[config.mk]
export PLATFORM = sky130hd
export DESIGN_NAME = rsc_stream_rescaler
export DESIGN_NICKNAME = d
export VERILOG_FILES = /design/src/rtl/rsc_pkg.sv /design/src/rtl/rsc_rst_sync.sv /design/src/rtl/rsc_factor_sel.sv /design/src/rtl/rsc_pulse_thinner.sv /design/src/rtl/rsc_out_stage.sv /design/src/rtl/rsc_stream_rescaler.sv
export SDC_FILE = /design/constraint.sdc
export NUM_CORES = 1
export LEC_CHECK = 0
export BUFFER_PORTS_ARGS = -buffer_cell sky130_fd_sc_hd__buf_2
export CAP_MARGIN = 20
export CORE_UTILIZATION = 44
export DETAILED_ROUTE_END_ITERATION = 7
export PLACE_DENSITY = 0.67
export SYNTH_ARGS = -nofsm -noshare
export SYNTH_HDL_FRONTEND = slang
export SYNTH_SLANG_ARGS = --single-unit
export TNS_END_PERCENT = 50
[constraint.sdc]
create_clock -name clk -period 1.3 [get_ports clk]
set_clock_uncertainty 0.1 [all_clocks]
set_input_delay 0.325 -clock clk [delete_from_list [all_inputs] [get_ports clk]]
set_output_delay 0.325 -clock clk [all_outputs]
set_load 0.005 [all_outputs]
[src/rtl/rsc_pkg.sv]
package rsc_pkg;

  // Default width of each operand exponent
  localparam int DEF_EXP_W = 3;

  // Largest combined shift when both operands use their widest exponent
  function automatic int max_shift(input int exp_w);
    return 2 * ((1 << exp_w) - 1);
  endfunction

  // Bits needed to hold a one-hot factor up to 2^max_shift
  function automatic int factor_width(input int exp_w);
    return max_shift(exp_w) + 1;
  endfunction

endpackage

[src/rtl/rsc_rst_sync.sv]
module rsc_rst_sync #(
  parameter int STAGES = 2
) (
  input  logic clk,
  input  logic rst_n,
  output logic rst_n_sync
);

  logic [STAGES-1:0] sync_q;
  logic [STAGES-1:0] sync_d;

  always_comb begin
    sync_d = {sync_q[STAGES-2:0], 1'b1};
  end

  always_ff @(posedge clk or negedge rst_n) begin
    if (!rst_n) begin
      sync_q <= '0;
    end else begin
      sync_q <= sync_d;
    end
  end

  assign rst_n_sync = sync_q[STAGES-1];

endmodule

[src/rtl/rsc_factor_sel.sv]
module rsc_factor_sel
  import rsc_pkg::*;
#(
  parameter int EXP_W = DEF_EXP_W
) (
  input  logic                              clk,
  input  logic                              rst_n,
  input  logic                              load,
  input  logic [EXP_W-1:0]                  exp_a,
  input  logic [EXP_W-1:0]                  exp_b,
  output logic [factor_width(EXP_W)-1:0]    factor_o
);

  localparam int SUM_W = EXP_W + 1;
  localparam int MAX_K = max_shift(EXP_W);
  localparam int FAC_W = factor_width(EXP_W);

  logic [SUM_W-1:0] shift_sum;
  logic [FAC_W-1:0] decoded;
  logic [FAC_W-1:0] factor_q;
  logic [FAC_W-1:0] factor_d;
  logic             factor_en;

  // Combined exponent of the two scaled operands
  always_comb begin
    shift_sum = {1'b0, exp_a} + {1'b0, exp_b};
  end

  // Exponent to one-hot factor decode
  for (genvar i = 0; i <= MAX_K; i++) begin : g_dec
    assign decoded[i] = (shift_sum == SUM_W'(i));
  end

  // Next-state: a load takes effect in its own cycle
  always_comb begin
    factor_en = load;
    factor_d  = load ? decoded : factor_q;
  end

  always_ff @(posedge clk or negedge rst_n) begin
    if (!rst_n) begin
      factor_q <= FAC_W'(1);
    end else if (factor_en) begin
      factor_q <= factor_d;
    end
  end

  assign factor_o = factor_d;

  // the stored factor is always a single power of two
  p_factor_onehot_r3: assert property (@(posedge clk) disable iff (!rst_n)
    $countones(factor_q) == 1)
    else $error("stored factor is not one-hot");

  // factor only moves on a load
  p_factor_hold_r3: assert property (@(posedge clk) disable iff (!rst_n)
    !load |=> $stable(factor_q))
    else $error("factor changed without a load");

endmodule

[src/rtl/rsc_pulse_thinner.sv]
module rsc_pulse_thinner #(
  parameter int FAC_W = 15
) (
  input  logic             clk,
  input  logic             rst_n,
  input  logic             clr,
  input  logic             en,
  input  logic             bit_i,
  input  logic [FAC_W-1:0] factor,
  output logic             hit_o
);

  logic [FAC_W-1:0] cnt_q;
  logic [FAC_W-1:0] cnt_d;
  logic [FAC_W-1:0] cnt_base;
  logic [FAC_W-1:0] cnt_sum;
  logic [FAC_W-1:0] eq_vec;
  logic             match;
  logic             cnt_en;

  // Clear has priority, then the incoming bit is added
  always_comb begin
    cnt_base = clr ? '0 : cnt_q;
    cnt_sum  = cnt_base + FAC_W'(bit_i);
  end

  // Equality through bitwise XNOR and an AND reduction
  for (genvar i = 0; i < FAC_W; i++) begin : g_xnor
    assign eq_vec[i] = ~(cnt_sum[i] ^ factor[i]);
  end

  always_comb begin
    match  = &eq_vec;
    hit_o  = en & match;
    cnt_en = en | clr;
    if (en) begin
      cnt_d = match ? '0 : cnt_sum;
    end else begin
      cnt_d = cnt_base;
    end
  end

  always_ff @(posedge clk or negedge rst_n) begin
    if (!rst_n) begin
      cnt_q <= '0;
    end else if (cnt_en) begin
      cnt_q <= cnt_d;
    end
  end

  // the held count never reaches the factor that governs it
  p_cnt_below_factor_r4: assert property (@(posedge clk) disable iff (!rst_n)
    !clr |-> (cnt_q < factor))
    else $error("count reached factor without wrapping");

  // an output one is only produced by an incoming one
  p_hit_needs_one_r4: assert property (@(posedge clk) disable iff (!rst_n)
    hit_o |-> bit_i)
    else $error("hit without an incoming one");

  // idle cycles leave the count untouched
  p_idle_hold_r8: assert property (@(posedge clk) disable iff (!rst_n)
    (!en && !clr) |=> $stable(cnt_q))
    else $error("count moved on an idle cycle");

  // a load without a bit leaves a cleared count
  p_load_clear_r6: assert property (@(posedge clk) disable iff (!rst_n)
    (clr && !en) |=> (cnt_q == '0))
    else $error("load did not clear the count");

endmodule

[src/rtl/rsc_out_stage.sv]
module rsc_out_stage (
  input  logic clk,
  input  logic rst_n,
  input  logic en,
  input  logic hit,
  output logic out_valid_o,
  output logic out_bit_o
);

  logic valid_q;
  logic valid_d;
  logic bit_q;
  logic bit_d;
  logic bit_en;

  always_comb begin
    valid_d = en;
    bit_en  = en | bit_q;
    bit_d   = en & hit;
  end

  always_ff @(posedge clk or negedge rst_n) begin
    if (!rst_n) begin
      valid_q <= 1'b0;
    end else begin
      valid_q <= valid_d;
    end
  end

  always_ff @(posedge clk or negedge rst_n) begin
    if (!rst_n) begin
      bit_q <= 1'b0;
    end else if (bit_en) begin
      bit_q <= bit_d;
    end
  end

  assign out_valid_o = valid_q;
  assign out_bit_o   = bit_q;

  // no one bit outside a valid output cycle
  p_quiet_out_r9: assert property (@(posedge clk) disable iff (!rst_n)
    !out_valid_o |-> !out_bit_o)
    else $error("output one without valid");

  // output valid follows input valid by one cycle
  p_valid_follow_r2: assert property (@(posedge clk) disable iff (!rst_n)
    en |=> out_valid_o)
    else $error("missing output for a valid input");

  p_valid_idle_r2: assert property (@(posedge clk) disable iff (!rst_n)
    !en |=> !out_valid_o)
    else $error("output valid without an input");

endmodule

[src/rtl/rsc_stream_rescaler.sv]
module rsc_stream_rescaler
  import rsc_pkg::*;
#(
  parameter int EXP_W = DEF_EXP_W
) (
  input  logic             clk,
  input  logic             rst_n,
  input  logic             load_i,
  input  logic [EXP_W-1:0] exp_a_i,
  input  logic [EXP_W-1:0] exp_b_i,
  input  logic             in_valid_i,
  input  logic             in_bit_i,
  output logic             out_valid_o,
  output logic             out_bit_o
);

  localparam int FAC_W = factor_width(EXP_W);

  logic             rst_n_sync;
  logic [FAC_W-1:0] factor;
  logic             hit;

  rsc_rst_sync #(.STAGES(2)) u_rst_sync (
    .clk        (clk),
    .rst_n      (rst_n),
    .rst_n_sync (rst_n_sync)
  );

  rsc_factor_sel #(.EXP_W(EXP_W)) u_factor (
    .clk      (clk),
    .rst_n    (rst_n_sync),
    .load     (load_i),
    .exp_a    (exp_a_i),
    .exp_b    (exp_b_i),
    .factor_o (factor)
  );

  rsc_pulse_thinner #(.FAC_W(FAC_W)) u_thinner (
    .clk    (clk),
    .rst_n  (rst_n_sync),
    .clr    (load_i),
    .en     (in_valid_i),
    .bit_i  (in_bit_i),
    .factor (factor),
    .hit_o  (hit)
  );

  rsc_out_stage u_out (
    .clk         (clk),
    .rst_n       (rst_n_sync),
    .en          (in_valid_i),
    .hit         (hit),
    .out_valid_o (out_valid_o),
    .out_bit_o   (out_bit_o)
  );

  // with a unit factor every valid bit passes straight through
  p_passthru_r5: assert property (@(posedge clk) disable iff (!rst_n_sync)
    (in_valid_i && factor == FAC_W'(1)) |=> (out_bit_o == $past(in_bit_i)))
    else $error("unit factor did not pass the stream through");

endmodule

==> metrics.txt <==
status finished, violations left; failing checks setup timing; power per standard cell area 800.1 nW/um^2; Leakage 1.608 nW; clock transition at the registers of the reported paths 0.07 ns; antenna diode instance count 0; Skew-Pair Late Insertion Delay 0.29 ns; I/O pin total 13; Seq cells post-synth 34; CTS tree yes; vias in the first global route 2,328; Comb pwr share 31.9%; share of layout cells above drive strength 1 46.33%; maximum VDD drop 0.0007624 V; area grow syn2layout 55.17%; worst r2r path cells 13; initial antenna violation count 0; Clock Power Share 28.4%; RR Startpoint u_thinner.cnt_q[0]$_DFFE_PN0P_; Mapped Area 2311 sq um; DRT Pass-1 Iters 4; post-synthesis cell type count 57; HP Class reg -> async; Reg2Reg Capture Point u_thinner.cnt_q[13]$_DFFE_PN0P_; async set-reset flop share out of synthesis 100.0%; flop-to-flop setup slack -1.60 ns; RSZ-0062 raised after global routing true; Routed WL 6923 um; max-slew violations 0; die height 74.47 um; final RePlAce weighted congestion 0.8658; most frequent cells in the layout buf_4 (82), dfrtp_1 (33), nor2_1 (19); Routed Antenna Nets 0; placed cell count 409; Core Area 5075 sq um; hpwl dp 4822 um; Worst Path Required 1.37 ns; Yosys warning count 0; Flop pwr share 39.7%; Die W 74.47 um; Sw Ratio 29.81%; Die ar. 5546 sq um; CTS buffer count 5; first-pass GRT wire length 11,010 um; CP arrival 2.96 ns; Final WS setup -1.595 ns; fmax 345.4 MHz; fin nets 370; standard-cell rows 26; Period Utilization, post-route 222.7%; Iter 0 DRT Violations 135; final setup vio count 31; Setup TNS Final -31.79 ns; Max-Cap Viols 0; DR vias 2,358; most common flop cell mapped by yosys dfrtp_1; syn nets 271; Crit Path Class reg -> reg; initial core utilization 45.54%; Residual DRC 0; critical path startpoint category register; total grt overflow 0; Tmin final 2.895 ns; Pint 2.014 mW; H-tree depth 2; switching power 0.8552 mW; drt wl/cell 16.33 um; Post-Synthesis Cells 254; Avg Vias per Cell 5.561; crit path from u_thinner.cnt_q[0]$_DFFE_PN0P_; clock sink total 34; sequential fraction of the synthesis area 36.87%; Fin. Hold Viols 0; number of flops mapped to enable cells by yosys 0; pin count of the biggest net entering global routing 33; Avg Cell Area, Syn 9.098 sq um; critical path capture point type register; Post-Layout Cell Count 424; clk root buf clkbuf_8; Bufs on Longest Clock Path 2; commonest non-fill, non-tap cell in the layout buf_4; CP endpoint u_thinner.cnt_q[13]$_DFFE_PN0P_; CP max FO 6; GRT Total Usage 26.99%; IO Port Bufs 12
-- area by class of cell --
cell class                      instances  area [sq um]
Inverter                                8         30.03
Sequential cell                        34         852.1
Clock buffer                            7         86.33
Fill cell                             380          1489
Tap cell                               70         87.58
Multi-Input combinational cell        196          1663
Clock inverter                          1         5.005
Timing Repair Buffer                  108         862.1
-- cell usage after synthesis, types with 3 or more instances --
cell type | count | area [sq um]
and3_1 | 5 | 31.28
a21o_1 | 3 | 22.52
a41oi_1 | 3 | 26.28
mux2i_1 | 4 | 40.04
xor2_1 | 10 | 87.58
o21ai_0 | 16 | 80.08
nor2_1 | 21 | 78.83
inv_1 | 7 | 26.28
a311oi_1 | 3 | 26.28
nor3_1 | 8 | 40.04
nand3_1 | 13 | 65.06
a21oi_1 | 5 | 25.02
nor2b_1 | 7 | 43.79
nor4_1 | 8 | 50.05
a22o_1 | 5 | 43.79
xnor2_1 | 13 | 113.9
o22ai_1 | 3 | 18.77
buf_1 | 3 | 11.26
o2bb2ai_1 | 7 | 61.31
buf_2 | 6 | 30.03
clkbuf_1 | 5 | 18.77
dfrtp_1 | 33 | 825.8
nand2b_1 | 4 | 25.02
ha_1 | 5 | 62.56
nand4_1 | 6 | 37.54
nand2_1 | 13 | 48.80
-- logic make-up after synthesis --
group / share of synthesized area [%]
AND/OR/NAND/NOR: 25.93
AO/OA/AOI/OAI: 17.33
flip-flops: 36.87
XOR/XNOR: 9.691
buffers and inverters: 4.711
adder cells (fa/ha/maj): 3.573
multiplexers: 1.733
other: 0.1623
-- worst min path at each step --
stage                                         from                               to  slack [ns]  cells past startpoint
finish              u_rst_sync.sync_q[1]$_DFF_PN0_  u_thinner.cnt_q[10]$_DFFE_PN0P_        0.13                      1
CTS                 u_rst_sync.sync_q[1]$_DFF_PN0_  u_thinner.cnt_q[10]$_DFFE_PN0P_        0.15                      1
floorplan                                    rst_n   u_rst_sync.sync_q[0]$_DFF_PN0_       -0.07                      0
global placement                             rst_n   u_rst_sync.sync_q[1]$_DFF_PN0_       0.009                      1
detailed placement                           rst_n   u_rst_sync.sync_q[0]$_DFF_PN0_        0.01                      1
global route        u_rst_sync.sync_q[1]$_DFF_PN0_  u_thinner.cnt_q[10]$_DFFE_PN0P_        0.17                      1
-- stage by stage --
step / worst slack [ns] / utilization [%] / total power [mW] / cell area [sq um] / hold slack (ns)
floorplan: -1.915 / - / 1.554 / 2419 / -0.07059
global placement: -1.923 / 62.06 / 1.848 / 3149 / 0.008869
detailed placement: -1.975 / 62.06 / 1.856 / 3149 / 0.01097
CTS: -1.637 / 67.68 / 2.822 / 3435 / 0.1489
global route: -1.803 / 70.66 / 3.010 / 3586 / 0.1708
finish: -1.595 / 70.66 / 2.869 / 3586 / 0.1272
-- repair_timing --
action	in CTS	in global routing
setup endpoints to repair	31	31
hold buffers	1	0
pin swaps	13	12
resized for setup	34	22
hold endpoints to repair	2	0
setup buffers	4	3
-- power by group through the flow --
stage | sequential, mW | combinational, mW | clock, mW
2_1_floorplan | 1.17 | 0.388 | 0
3_3_place_gp | 1.15 | 0.693 | 0
3_5_place_dp | 1.16 | 0.700 | 0
4_1_cts | 1.14 | 0.839 | 0.844
5_1_grt | 1.14 | 0.981 | 0.884
6_report | 1.14 | 0.915 | 0.814
-- state kept, by name, indices dropped and copies added (netlist names) --
name and count:
u_out.out_valid_o 1, u_factor.factor_q 15, u_thinner.cnt_q 15, u_out.out_bit_o 1, u_rst_sync.sync_q 2
-- routing by layer --
| metal | GRT usage [%] | wire length [um] |
|---|---|---|
| met1 | 35.37 | 3058 |
| met3 | 5.420 | 381 |
| met5 | 0 | 0 |
| met2 | 43.94 | 3343 |
| met4 | 10.27 | 140 |
-- worst max-delay path, cell delays in order (launching register included) --
cell and delay, ns:
dfrtp_1 0.33, nor2b_4 0.18, ha_4 0.16, ha_4 0.15, nand3_4 0.11, buf_4 0.16
nor2_2 0.12, xnor2_1 0.08, a221o_1 0.33, or4_4 0.43, nor4_4 0.18, and3_4 0.24
buf_6 0.13, nor3_2 0.06
Note: power is estimated with default switching activity, not from simulation.
